==> src/rtl/hptw_pkg.sv <==
package hptw_pkg;

    localparam int SEG_NX_BIT   = 28;
    localparam int SEG_KU_BIT   = 29;
    localparam int SEG_KS_BIT   = 30;
    localparam int LO_G_BIT     = 3;
    localparam int CW_HID_BIT   = 6;
    localparam int ENTRY_BYTES  = 8;

    typedef enum logic [2:0] {
        ST_IDLE, ST_HASH1, ST_RDHI, ST_RDLO, ST_HASH2, ST_CHECK, ST_DONE
    } walk_st_e;

    typedef enum logic [1:0] {
        PERM_NONE = 2'd0,
        PERM_RO   = 2'd1,
        PERM_RW   = 2'd2
    } perm_e;

    typedef struct packed {
        logic [23:0] vsid;
        logic        nx;
        logic        ku;
        logic        ks;
    } seg_fields_t;

    typedef struct packed {
        logic [19:0] rpn;
        logic        g;
        logic [1:0]  pp;
    } lo_fields_t;

    typedef struct packed {
        logic [27:0] off;
        logic        instr;
        logic        write;
        logic        user;
    } walk_req_t;

    function automatic seg_fields_t seg_unpack(input logic [31:0] w);
        seg_fields_t s;
        s.vsid = w[23:0];
        s.nx   = w[SEG_NX_BIT];
        s.ku   = w[SEG_KU_BIT];
        s.ks   = w[SEG_KS_BIT];
        return s;
    endfunction

    function automatic lo_fields_t lo_unpack(input logic [31:0] w);
        lo_fields_t l;
        l.rpn = w[31:12];
        l.g   = w[LO_G_BIT];
        l.pp  = w[1:0];
        return l;
    endfunction

    function automatic logic [31:0] compare_word(input logic [23:0] vsid,
                                                 input logic [5:0]  api,
                                                 input logic        hid);
        return {1'b1, vsid, hid, api};
    endfunction

    function automatic logic [31:0] group_addr(input logic [31:0] base,
                                               input logic [18:0] h);
        logic [8:0] mid;
        mid = base[24:16] | (h[18:10] & base[8:0]);
        return {base[31:25], mid, h[9:0], 6'b0};
    endfunction

endpackage

==> src/rtl/hptw_hash.sv <==
module hptw_hash
    import hptw_pkg::*;
(
    input  logic [18:0] vsid_lo,
    input  logic [15:0] page_idx,
    input  logic [31:0] tbl_base,
    output logic [31:0] grp_pri,
    output logic [31:0] grp_sec
);
    logic [18:0] h_pri;
    logic [18:0] h_sec;

    always_comb begin
        h_pri   = vsid_lo ^ {3'b000, page_idx};
        h_sec   = h_pri ^ 19'h7FFFF;
        grp_pri = group_addr(tbl_base, h_pri);
        grp_sec = group_addr(tbl_base, h_sec);
    end
endmodule

==> src/rtl/hptw_prot.sv <==
module hptw_prot
    import hptw_pkg::*;
(
    input  seg_fields_t seg,
    input  lo_fields_t  pte_lo,
    input  logic        is_instr,
    input  logic        is_write,
    input  logic        is_user,
    input  logic [11:0] pg_off,
    output perm_e       perm,
    output logic [31:0] paddr
);
    logic key;
    perm_e ro_or_none;

    always_comb begin
        key        = (seg.ku & is_user) | (seg.ks & ~is_user);
        ro_or_none = is_write ? PERM_NONE : PERM_RO;
        if (is_instr && (seg.nx || pte_lo.g)) begin
            perm = PERM_NONE;
        end else if (key) begin
            case (pte_lo.pp)
                2'd0:    perm = PERM_NONE;
                2'd2:    perm = PERM_RW;
                default: perm = ro_or_none;
            endcase
        end else begin
            perm = (pte_lo.pp == 2'd3) ? ro_or_none : PERM_RW;
        end
    end

    assign paddr = {pte_lo.rpn, pg_off};
endmodule

==> src/rtl/hpt_walker.sv <==
module hpt_walker
    import hptw_pkg::*;
#(
    parameter int GRP_ENTRIES = 8,
    parameter int SEG_COUNT   = 16
) (
    input  logic        clk,
    input  logic        rst,
    input  logic        start,
    input  logic [31:0] req_vaddr,
    input  logic        req_instr,
    input  logic        req_write,
    input  logic        req_user,
    input  logic        seg_we,
    input  logic [3:0]  seg_idx,
    input  logic [31:0] seg_wdata,
    input  logic [31:0] table_base,
    output logic        mem_req,
    output logic [31:0] mem_addr,
    input  logic [31:0] mem_rdata,
    input  logic        mem_valid,
    output logic        busy,
    output logic        done,
    output logic        found,
    output logic [1:0]  perm,
    output logic [31:0] paddr,
    output logic [31:0] hash1_reg,
    output logic [31:0] hash2_reg,
    output logic [31:0] icmp_reg,
    output logic [31:0] dcmp_reg
);
    localparam int IDX_W = $clog2(GRP_ENTRIES);
    localparam int SEG_W = $clog2(SEG_COUNT);
    localparam logic [IDX_W-1:0] LAST_IDX = IDX_W'(GRP_ENTRIES - 1);

    walk_st_e    st;
    walk_req_t   cur_q;
    seg_fields_t seg_rf [SEG_COUNT];
    seg_fields_t seg_q;
    lo_fields_t  lo_q;
    logic [31:0] grp_q, cmp_q;
    logic [IDX_W-1:0] idx_q;
    logic        pass2_q, pend_q, hit_q;
    logic        rsp;
    logic [31:0] grp_pri, grp_sec, cw_pri, paddr_w;
    perm_e       perm_w;

    // segment register file
    always_ff @(posedge clk) begin
        for (int s = 0; s < SEG_COUNT; s++) begin
            if (rst)
                seg_rf[s] <= '0;
            else if (seg_we && seg_idx == SEG_W'(s))
                seg_rf[s] <= seg_unpack(seg_wdata);
        end
    end

    hptw_hash u_hash (
        .vsid_lo  (seg_q.vsid[18:0]),
        .page_idx (cur_q.off[27:12]),
        .tbl_base (table_base),
        .grp_pri  (grp_pri),
        .grp_sec  (grp_sec)
    );

    hptw_prot u_prot (
        .seg      (seg_q),
        .pte_lo   (lo_q),
        .is_instr (cur_q.instr),
        .is_write (cur_q.write),
        .is_user  (cur_q.user),
        .pg_off   (cur_q.off[11:0]),
        .perm     (perm_w),
        .paddr    (paddr_w)
    );

    always_comb begin
        cw_pri   = compare_word(seg_q.vsid, cur_q.off[27:22], 1'b0);
        mem_req  = (st == ST_RDHI || st == ST_RDLO) && !pend_q;
        mem_addr = grp_q + ({{(32-IDX_W){1'b0}}, idx_q} * ENTRY_BYTES)
                 + ((st == ST_RDLO) ? 32'd4 : 32'd0);
        rsp      = pend_q && mem_valid;
        busy     = (st != ST_IDLE);
        done     = (st == ST_DONE);
    end

    always_ff @(posedge clk) begin
        if (rst) begin
            st <= ST_IDLE;
            cur_q <= '0;  seg_q <= '0;  lo_q <= '0;
            grp_q <= '0;  cmp_q <= '0;  idx_q <= '0;
            pass2_q <= 1'b0;  pend_q <= 1'b0;  hit_q <= 1'b0;
            found <= 1'b0;  perm <= '0;  paddr <= '0;
            hash1_reg <= '0;  hash2_reg <= '0;
            icmp_reg <= '0;  dcmp_reg <= '0;
        end else begin
            if (mem_req)
                pend_q <= 1'b1;
            else if (mem_valid)
                pend_q <= 1'b0;

            case (st)
                ST_IDLE: if (start) begin
                    cur_q <= '{off: req_vaddr[27:0], instr: req_instr,
                               write: req_write, user: req_user};
                    seg_q <= seg_rf[req_vaddr[31 -: SEG_W]];
                    st    <= ST_HASH1;
                end
                ST_HASH1: begin
                    hash1_reg <= grp_pri;
                    hash2_reg <= grp_sec;
                    cmp_q     <= cw_pri;
                    if (cur_q.instr) icmp_reg <= cw_pri;
                    else             dcmp_reg <= cw_pri;
                    grp_q   <= grp_pri;
                    idx_q   <= '0;
                    pass2_q <= 1'b0;
                    hit_q   <= 1'b0;
                    st      <= ST_RDHI;
                end
                ST_RDHI: if (rsp) begin
                    if (mem_rdata == cmp_q)
                        st <= ST_RDLO;
                    else if (idx_q == LAST_IDX)
                        st <= pass2_q ? ST_CHECK : ST_HASH2;
                    else
                        idx_q <= idx_q + 1'b1;
                end
                ST_RDLO: if (rsp) begin
                    lo_q  <= lo_unpack(mem_rdata);
                    hit_q <= 1'b1;
                    st    <= ST_CHECK;
                end
                ST_HASH2: begin
                    grp_q   <= hash2_reg;
                    cmp_q   <= cmp_q | (32'd1 << CW_HID_BIT);
                    idx_q   <= '0;
                    pass2_q <= 1'b1;
                    st      <= ST_RDHI;
                end
                ST_CHECK: begin
                    found <= hit_q;
                    perm  <= hit_q ? perm_w : PERM_NONE;
                    paddr <= hit_q ? paddr_w : 32'd0;
                    st    <= ST_DONE;
                end
                default: st <= ST_IDLE;
            endcase
        end
    end
endmodule

==> config.mk <==
export PLATFORM = sky130hd
export DESIGN_NAME = hpt_walker
export DESIGN_NICKNAME = d
export VERILOG_FILES = /design/src/rtl/hptw_pkg.sv /design/src/rtl/hptw_hash.sv /design/src/rtl/hptw_prot.sv /design/src/rtl/hpt_walker.sv
export SDC_FILE = /design/constraint.sdc
export NUM_CORES = 1
export LEC_CHECK = 0
export BUFFER_PORTS_ARGS = -buffer_cell sky130_fd_sc_hd__clkbuf_2
export CORE_MARGIN = 2
export CORE_UTILIZATION = 30
export DETAILED_ROUTE_END_ITERATION = 8
export PLACE_DENSITY_LB_ADDON = 0.2
export SYNTH_ARGS = -nofsm -noshare
export SYNTH_HDL_FRONTEND = slang
export SYNTH_SLANG_ARGS = --single-unit
==> constraint.sdc <==
create_clock -name clk -period 11.5 [get_ports clk]
set_clock_uncertainty 0.15 [all_clocks]
set_input_delay 2.875 -clock clk [delete_from_list [all_inputs] [get_ports clk]]
set_output_delay 2.875 -clock clk [all_outputs]
set_load 0.02 [all_outputs]
# --- Word-level counts from Yosys, hierarchy flattened ---
# Memory sizes are Yosys's and may differ from the RTL's. A register that Yosys moved wholly into a read port is not among the register bits.
# Cells that the tools add are included.
totals:
  regBits: 276
  memories: 1
  out_inout_bits: 198
  ramBits: 432
classes:
  reduce_logical: 39
  eq_ne: 31
  bitwise: 28
  mux: 92
  add_sub_neg: 3
mem_list:
  columns: ["memory", "depth", "word_bits", "rd", "rd_clocked_by_memory_dff", "wr", "line", "rtl"]
  rows:
  - ["seg_rf", 16, 27, 1, 1, 16, "hpt_walker.sv:38", "seg_fields_t seg_rf [SEG_COUNT];"]
ops:
  columns: ["operator", "n"]
  rows:
  - ["2-to-1 mux 27 bit", 16]
  - ["case mux 32 bit (2 select lines)", 2]
  - ["2-to-1 mux 1 bit", 55]
  - ["adder 32 x 3 -> 32 bit", 1]
  - ["adder 32 x 6 -> 32 bit", 1]
  - ["== test 32 bit", 1]
  - ["== test 4 bit (second input constant)", 8]
  - ["2-to-1 mux 32 bit", 1]
  - ["2-to-1 mux 3 bit", 9]
  - ["logical AND 1 bit", 19]
  - ["inverter 19 bit", 1]
  - ["bitwise XOR 19 x 16 -> 19 bit", 1]
  - ["AND 9 bit", 2]
  - ["OR 9 bit", 2]
  - ["OR 1 bit", 17]
  - ["== test 4 x 3 -> 1 bit (second input constant)", 4]
  - ["case mux 3 bit (5 select lines)", 1]
  - ["== test 3 bit (second input constant)", 4]
  - ["AND reduction 2 bit", 6]
  - ["!= test 2 bit (second input constant)", 5]
  - ["== test 4 x 2 -> 1 bit (second input constant)", 2]
  - ["2-to-1 mux 2 bit", 4]
  - ["AND reduction 4 bit", 2]
  - ["nonzero test 2 bit", 4]
  - ["18 further kinds", 25]

# --- Logic depth before layout (Yosys ltp) ---
# Gate-level depths: netlist of run 1.
logic_depth:
  word_depth: 6
  depth_mapped: 8
  ltp_nobuf: 6

# --- By module ---
# Synthesis of run 1 repeated with hierarchy kept, for this count alone.
unflattened:
  hier_cells: 2832
  area_unflattened_um2: 32072.0
by_module_without_submodules:
  columns: ["mod", "cells_each", "area_per_inst_um2", "instances"]
  rows:
  - ["hpt_walker", 2712, 31227.4, 1]
  - ["hptw_hash", 80, 545.5, 1]
  - ["hptw_prot", 40, 299.0, 1]

# --- Least setup slack after synthesis of run 1 ---
# Ideal clock, no wire load.
synth_path:
  path_kind: "input-to-reg"
  from: "input port seg_idx[0]"
  to: "memory seg_rf[4][0] (netlist name) (enable)"
  slack_ns: 5.657
  n_path_buf: 1
  required_time_ns: 10.901
  arrival_time_ns: 5.244
  cell_stages: 3
  path_cell_list: "or2_1 -> clkbuf_1 -> o21ai_0"
synth_lines:
  columns: ["item", "line", "rtl"]
  rows:
  - ["from (decl)", "hpt_walker.sv:15", "input logic [3:0] seg_idx,"]
  - ["to (decl)", "hpt_walker.sv:38", null]

==> results by group, run 1 <==
Run status
  – Status: finished, final reports clean

Die
  – # IOs: 338
  – Die height: 322 µm
  – Core Area: roughly 100,000 µm²
  – Die area: 104,000 µm²
  – Initial Utilization: 0.303
  – Row Count: 116
  – Die W: 322 µm

Global routing
  – First-pass GRT wire length: 139,000 µm
  – Largest net degree at the start of global routing: 181
  – Vias in the first global route: a little over 20,000
  – GRT overflow: 0
  – Initial antenna violation count: 11
  – GRT Overall Usage: 0.183

Power
  – Int Pwr: 0.00493 W
  – Combinational power share: 0.152
  – Sw Ratio: 0.290
  – Static leakage: 12.9 nW
  – Power per Cell Area: 193 nW/µm²
  – Reg power frac: 0.450
  – Sw Pwr: 0.00201 W
  – Worst vdd ir: ~110 µV
  – Clock Power Share: 0.398

Timing
  – Sum of negative setup slack: 0 ns
  – Finish-stage setup viols: 0
  – Slew Viols, Final: 0
  – Slew headroom: 0.0423
  – Max Clock Freq: 0.188 GHz
  – Worst-Margin Slew: 1.43 ns
  – Minimum clock period after layout: 5.31 ns
  – Hold Vio Cnt, Final: 0
  – Period utilisation layout: 0.462
  – RSZ-0062 raised after global routing: false
  – Min Hold Slack: 0.272 ns

CTS
  – Max clock buf depth: 3
  – Gates resized, CTS repair: 0
  – Worst skew pair latency: around 0.66 ns
  – TritonCTS clock tree: built
  – Post-CTS Hold Fix Bufs: 0
  – Clock root cell: clkbuf_16
  – Post-CTS setup buffer count: 0
  – TritonCTS Sinks: 721
  – H-tree lvl count: 3
  – Clock transition at path regs: 0.06 ns
  – CTS buffer count: ~80

Synthesis
  – Number of flops mapped to enable cells by yosys: 432
  – Top FF cell, synth: edfxtp_1
  – Post-Synth Simple-Gate Area: 0.173
  – Mapped cell area: 30,300 µm²
  – #FFs+latches synth: about 720
  – Synth top area share: 0.428
  – Post-synthesis compound-gate area fraction: 0.0777
  – Synth Area in Adders: 0.000825
  – Distinct cells, synth: 51
  – Dominant cell type by area after synthesis: edfxtp_1
  – Post-synth ARST share: 0
  – Synth Instances: about 2,500
  – Synthesized area per cell: 11.9 µm²
  – Post-synthesis mux area share: 0.0815
  – Main combinational cell family by area after synthesis: simple AND/OR/NAND/NOR gates
  – Synth area leaders: edfxtp_1, dfxtp_1, and2_1
  – Yosys warns: 0
  – Post-Synth XOR/XNOR Area: 0.0139
  – Register area share after synthesis: 0.618

Detailed routing
  – Residual DRC count: 0
  – Metal2 WL: 46,500 µm
  – Final wirelength: 96,700 µm
  – Uppermost layer routed: met5
  – Drt initial violations: roughly 1,700
  – Routed wl met3: 6670 µm
  – WL/cell: between 20 and 25 µm
  – Detail Route Antenna Nets: 0
  – Met1 WL: ~42,000 µm
  – Vias: 20,552
  – DRT Pass-1 Iters: 7
  – Vias per inst: 4.95

Worst setup path
  – Worst EP required: 11.79 ns
  – Worst-path maximum fanout: 38
  – Crit end category: register
  – Crit path DAT: 5.60 ns
  – Startpoint Class: primary input
  – Critical setup path kind: in -> reg

Finish
  – Final Cell Area: 36,000 µm²
  – Area Growth Syn to Fin: 18.6%
  – Largest register by flop count: seg_rf
  – Storage cell area: between 15,000 and 20,000 µm²
  – Final std cells w/o fill: ~4,200
  – Fillers: 9,764
  – NumNets Final: 2,924
  – Top Registers: seg_rf (432), cmp_q (32), paddr (32)
  – Number of flip-flops in the largest register: roughly 430
  – Share of layout cells above drive strength 1: 0.231
  – Area occupied by multi-input gates: roughly 11,000 µm²

Place
  – Post-DP HPWL: just under 60,000 µm
  – Post-Place Cells: 3,996
  – Port Buf Inserts: between 300 and 400
  – GPL Wtd Cong: between 0.7 and 0.8
  – Area post-placement: 33,100 µm²

Min path
  – Worst hold path class: reg -> reg

Job
  – # Max-Cap Violations: 0
## cells in the mapped netlist (2+ instances only)
| master | count |
|---|---|
| and2_1 | 436 |
| edfxtp_1 | 432 |
| nand2_1 | 382 |
| a21oi_1 | 289 |
| dfxtp_1 | 289 |
| clkbuf_1 | 130 |
| mux4_2 | 108 |
| nor2_1 | 96 |
| a22oi_1 | 50 |
| buf_2 | 45 |
| xnor2_1 | 38 |
| nand3_1 | 37 |
| buf_4 | 30 |
| nor3_1 | 22 |
| o21ai_0 | 21 |
| a22oi_2 | 20 |
| nor2b_1 | 13 |
| buf_1 | 10 |
| xor2_1 | 10 |
| nand4_1 | 9 |
| nand2b_1 | 8 |
| a211oi_1 | 7 |
| a31oi_1 | 7 |
| inv_1 | 7 |
| nor3_2 | 5 |
| nand3b_1 | 4 |
| nor2_2 | 4 |
| a221oi_1 | 3 |
| buf_6 | 3 |
| mux2i_1 | 3 |
| nor3b_2 | 3 |
| clkbuf_2 | 2 |
| ha_1 | 2 |
| nor4_2 | 2 |
## worst max-delay path, cell delays in order
cell and delay (ns):
buf_6 0.42, buf_4 0.76, mux4_2 0.61, a22oi_1 0.39, a21oi_1 0.27, a21oi_1 0.19
nor2_1 0.06
## cell usage in the layout, fill, tap and decap left out, types with 3 or more instances in the layout
| master | n |
|---|---|
| nor2b_1 | 11 |
| o21ai_0 | 9 |
| diode_2 | 3 |
| xnor2_1 | 38 |
| clkinv_2 | 14 |
| edfxtp_1 | 432 |
| a21oi_1 | 289 |
| nor3_2 | 8 |
| o21ai_2 | 12 |
| inv_1 | 7 |
| clkinv_1 | 8 |
| nor2_1 | 94 |
| a22oi_1 | 50 |
| a22oi_2 | 20 |
| clkbuf_16 | 84 |
| clkbuf_1 | 13 |
| nand2b_1 | 7 |
| a211oi_1 | 7 |
| clkbuf_2 | 308 |
| a221oi_1 | 3 |
| nand4_1 | 9 |
| a31oi_1 | 7 |
| mux4_2 | 108 |
| nor3_1 | 19 |
| nor2_4 | 6 |
| clkbuf_8 | 11 |
| and2_1 | 437 |
| clkinv_16 | 4 |
| nand3b_1 | 4 |
| dfxtp_1 | 289 |
| nand3_1 | 37 |
| buf_4 | 50 |
| conb_1 | 16 |
| bufinv_16 | 10 |
| nand2_1 | 381 |
| mux2i_1 | 3 |
| xor2_1 | 10 |
## area by class of cell
class | count | area share
clock buffers | 110 | 0.0643
well taps | 1298 | 0.0451
diodes | 3 | 0.000209
multi-input cells | 1610 | 0.297
flip-flops and latches | 721 | 0.521
clock inverters | 42 | 0.0163
repair buffers | 360 | 0.0546
inverters | 7 | 0.000730
## cells by family (layout without fill, tap and decap cells)
| group | Yosys count | count (layout) |
|---|---|---|
| flops | 721 | 721 |
| simple gates | 1029 | 1029 |
| mux | 112 | 112 |
| fa+ha+maj | 2 | 2 |
| other cells | 1 | 19 |
| xor+xnor | 48 | 48 |
| buf+inv | 228 | 519 |
| compound gates | 403 | 403 |
## routing by layer
metal,vias to the layer above,track usage
li1,9381,-
met1,10314,0.239
met2,707,0.311
met3,146,0.0380
met4,4,0.0449
met5,-,0
## power by group through the flow
stage,logic [W],clock network (W),registers [W]
finish,0.00105,0.00276,0.00313
global route,0.00115,0.00293,0.00315
CTS,0.00107,0.00282,0.00313
detailed placement,0.00106,0,0.00319
global placement,0.00105,0,0.00317
floorplan,0.000611,0,0.00321
## path summary, 6_finish.rpt
kind | startpoint | end | slack [ns] | cells past startpoint
setup / recovery | req_vaddr[28] | cw_pri[26]$_SDFFE_PP0P_ | 6.19 | 7
hold / removal | cur_q[7]$_SDFFE_PP0P_ | paddr[4]$_SDFFE_PP0P_ | 0.27 | 2
setup reg to reg | st[0]$_SDFFE_PP0P_ | icmp_reg[3]$_SDFFE_PP0P_ | 8.56 | 7
hold reg to reg | cur_q[7]$_SDFFE_PP0P_ | paddr[4]$_SDFFE_PP0P_ | 0.27 | 2
## per-stage QoR
step | total power (W) | worst slack (ns) | utilization
detailed placement | 0.00425 | 5.45 | 0.330
global route | 0.00723 | 5.96 | 0.359
finish | 0.00694 | 6.19 | 0.359
CTS | 0.00703 | 6.09 | 0.359
floorplan | 0.00382 | 5.66 | -
global placement | 0.00422 | 5.48 | 0.330
Note: power is estimated with default switching activity, not from simulation.
==> inputs of run 2 (changes only) <==
--- a/config.mk
+++ b/config.mk
@@ -5,6 +5,7 @@
 export SDC_FILE = /design/constraint.sdc
 export NUM_CORES = 1
 export LEC_CHECK = 0
+export ABC_AREA = 1
 export BUFFER_PORTS_ARGS = -buffer_cell sky130_fd_sc_hd__clkbuf_2
 export CORE_MARGIN = 2
 export CORE_UTILIZATION = 30
==> constraint.sdc (replaced) <==
create_clock -name clk -period 5 [get_ports clk]
set_clock_uncertainty 0.15 [all_clocks]
set_input_delay 1.25 -clock clk [delete_from_list [all_inputs] [get_ports clk]]
set_output_delay 1.25 -clock clk [all_outputs]
set_load 0.02 [all_outputs]
==> run 2 against run 1 <==
Compared with the run above:
- first-iteration DRC count shrank 0.48%
- highest routed layer unchanged
- critical path type is now reg -> out
- count of clock-buffer cells in the layout grew 3
- largest power group unchanged
- worst hold slack gained 0.032 ns
- flip-flop and latch count is the same
- sequential share of layout area is essentially flat
- sequential power grew 140%
- critical endpoint is now mem_req
- clock power grew 110%
- global-route usage shrank 0.23 points
- via count grew 13%
- synthesized cell count grew 30%
- die area grew 1.4%
==> results by group, run 2 <==
Run status
  – Status: finished, final reports clean

Worst setup path
  – Startpoint Class: register
  – Reg-to-Reg Start: st[0]$_SDFFE_PP0P_
  – Worst EP required: 3.60 ns (-8.19 ns)
  – Critical setup path kind: reg -> out
  – Crit end category: primary output
  – RR Endpoint: icmp_reg[5]$_SDFFE_PP0P_
  – Worst-path maximum fanout: 7 (-82%)
  – Flop-to-flop setup slack: 2.18 ns (-6.38 ns)
  – Crit path DAT: 1.88 ns (-3.72 ns)
  – CP Launch Point: st[0]$_SDFFE_PP0P_
  – Reg2reg path depth: 10 (+3)
  – Crit path to: mem_req

CTS
  – Post-CTS Hold Fix Bufs: 0 (unchanged)
  – Worst skew pair latency: 0.63 ns (-0.03 ns)
  – CTS buffer count: 78 (-4.9%)
  – Clock root cell: clkbuf_16
  – Post-CTS setup buffer count: 0 (unchanged)
  – TritonCTS Sinks: 721 (unchanged)
  – TritonCTS clock tree: built
  – Clock transition at path regs: 0.06 ns (about the same)
  – Gates resized, CTS repair: 0 (unchanged)
  – Max clock buf depth: 3 (unchanged)
  – H-tree lvl count: 3 (unchanged)

Place
  – Post-DP HPWL: 58,800 µm (-0.67%)
  – Post-Place Cells: 4,796 (+20%)
  – Placement Setup Slack: 1.16 ns (-4.29 ns)
  – Port Buf Inserts: 309 (unchanged)
  – GPL Wtd Cong: 0.773 (+0.82%)

Detailed routing
  – DRT Pass-1 Iters: 5 (-2)
  – Vias: 23,124 (+13%)
  – Residual DRC count: 0 (unchanged)
  – Detail Route Antenna Nets: 0 (unchanged)
  – Vias per inst: 4.68 (-5.5%)
  – WL/cell: 19.7 µm (-16%)
  – Drt initial violations: 1,657 (-0.48%)
  – Final wirelength: 97,200 µm (+0.52%)

Synthesis
  – Synth top cells by count: nor2_1, edfxtp_1, inv_1, nand2_1, a21oi_1
  – Yosys warns: 0 (unchanged)
  – Top FF cell, synth: edfxtp_1
  – Number of flops mapped to enable cells by yosys: 432 (unchanged)
  – Synth top area share: 0.422 (-0.00603)
  – Mapped cell area: 30,800 µm² (+1.4%)
  – Distinct cells, synth: 36 (-29%)
  – Most frequent cell after synthesis: nor2_1
  – Dominant cell type by area after synthesis: edfxtp_1
  – Synthesized area per cell: 9.32 µm² (-22%)
  – Post-synth ARST share: 0 (unchanged)
  – Register area share after synthesis: 0.610 (-0.00872)
  – Synth area leaders: edfxtp_1, dfxtp_1, nor2_1
  – #FFs+latches synth: 721 (unchanged)
  – Synth Instances: 3,302 (+30%)

Power
  – Sw Pwr: 0.00517 W (+160%)
  – Sw Ratio: 0.315 (+0.0253)
  – Power per Cell Area: 457 nW/µm² (+140%)
  – Worst vdd ir: 275 µV (+160%)
  – Combinational power share: 0.195 (+0.043)
  – Reg power frac: 0.459 (+0.009)
  – Clock Power Share: 0.345 (-0.053)
  – Static leakage: 14.7 nW (+14%)
  – Int Pwr: 0.0113 W (+130%)

Finish
  – Final std cells w/o fill: 4,940 (+19%)
  – Commonest non-fill, non-tap cell in the layout: nor2_1
  – Number of flip-flops in the largest register: 432 (unchanged)
  – NumNets Final: 3,650 (+25%)
  – Area Growth Syn to Fin: 16.9%
  – Top Registers: seg_rf (432), cmp_q (32), paddr (32)
  – Share of layout cells above drive strength 1: 0.149 (-0.0819)
  – Largest register by flop count: seg_rf
  – Commonest non-fill, non-tap cells in the layout: nor2_1, edfxtp_1, nand2_1, inv_1, clkbuf_2

Die
  – Initial Utilization: 0.302 (-0.000483)
  – # IOs: 338 (unchanged)
  – Core Area: 102,000 µm² (+1.6%)
  – Die height: 324 µm (+0.70%)
  – Die W: 324 µm (+0.70%)
  – Row Count: 117 (+0.86%)
  – Die area: 105,000 µm² (+1.4%)

Timing
  – Fin worst setup slack: 1.72 ns (-4.47 ns)
  – Hold Vio Cnt, Final: 0 (unchanged)
  – Slew headroom: 0.252 (+0.209)
  – Slew Viols, Final: 0 (unchanged)
  – Max Clock Freq: between 0.3 and 0.4 GHz
  – Worst-Margin Slew: 1.12 ns (-0.313 ns)
  – Sum of negative setup slack: 0 ns (unchanged)
  – Finish-stage setup viols: 0 (unchanged)
  – RSZ-0062 raised after global routing: false
  – Period utilisation layout: 0.655
  – Minimum clock period after layout: between 3 and 4 ns

Global routing
  – First-pass GRT wire length: 141,000 µm (+1.8%)
  – GRT Overall Usage: 0.181 (-0.00228)
  – Initial antenna violation count: 3 (-8)
  – GRT overflow: 0 (unchanged)
  – Largest net degree at the start of global routing: 154 (-15%)
  – Vias in the first global route: 21,738 (+4.5%)

Job
  – # Max-Cap Violations: 0 (unchanged)

Min path
  – Worst hold path class: reg -> reg
-- run 2: metrics by stage --
step	area [µm²]	hold slack (ns)	total power, W	utilization
after floorplan	30800	0.280	0.00969	-
after global placement	33500	0.295	0.0109	0.329
after detailed placement	33500	0.298	0.0109	0.329
after CTS	36000	0.307	0.0166	0.353
after global routing	36000	0.317	0.0172	0.353
final	36000	0.304	0.0164	0.354
-- run 2: cell families (layout without fill, tap and decap cells) --
family	after synthesis	count (layout)	share of synthesized area
buf+inv	612	866	0.0848
simple gates	1194	1194	0.161
compound gates	733	733	0.133
other cells	1	17	0.000122
fa+ha+maj	2	2	0.000813
xor+xnor	39	39	0.0111
flops	721	721	0.610
-- run 2: how the worst min path moves through the flow --
stage	from	depth (start not counted)	endpoint	slack [ns]
finish	cur_q[6]$_SDFFE_PP0P_	2	paddr[3]$_SDFFE_PP0P_	0.30
global route	cur_q[6]$_SDFFE_PP0P_	2	paddr[3]$_SDFFE_PP0P_	0.32
CTS	cur_q[9]$_SDFFE_PP0P_	2	paddr[6]$_SDFFE_PP0P_	0.31
detailed placement	cur_q[9]$_SDFFE_PP0P_	2	paddr[6]$_SDFFE_PP0P_	0.30
global placement	lo_q[10]$_SDFFE_PP0P_	2	paddr[19]$_SDFFE_PP0P_	0.30
floorplan	cur_q[1]$_SDFFE_PP0P_	2	cur_q[1]$_SDFFE_PP0P_	0.28
-- run 2: critical path, cell delays in order (launching register included) --
cell,delay [ns]
dfxtp_1,0.49
inv_2,0.08
nor3_2,0.21
inv_2,0.09
a21oi_1,0.17
clkbuf_2,0.21
-- run 2: power groups by stage --
stage	Sequential, W	Combinational [W]	Clock (W)
after global routing	0.00764	0.00357	0.00603
final	0.00755	0.00321	0.00567
after CTS	0.00756	0.00326	0.00581
after global placement	0.00766	0.00324	0
after floorplan	0.00786	0.00182	0
after detailed placement	0.00768	0.00325	0
-- run 2: per-layer routing --
| layer | GRT usage | vias up | wire length, µm |
|---|---|---|---|
| li1 | - | 11400 | - |
| met1 | 0.243 | 11021 | 44200 |
| met2 | 0.300 | 590 | 45000 |
| met3 | 0.0336 | 109 | 6090 |
| met4 | 0.0472 | 4 | 1810 |
| met5 | 0 | - | 23 |
-- run 2: area by class of cell --
type	count	area [µm²]
clock inverter	30	231
multi-input combinational	1984	9560
fill	10381	65800
timing repair buffer	370	2140
antenna	1	2.50
clock buffer	113	2230
tap	1368	1710
sequential	721	18800
inverter	353	1330
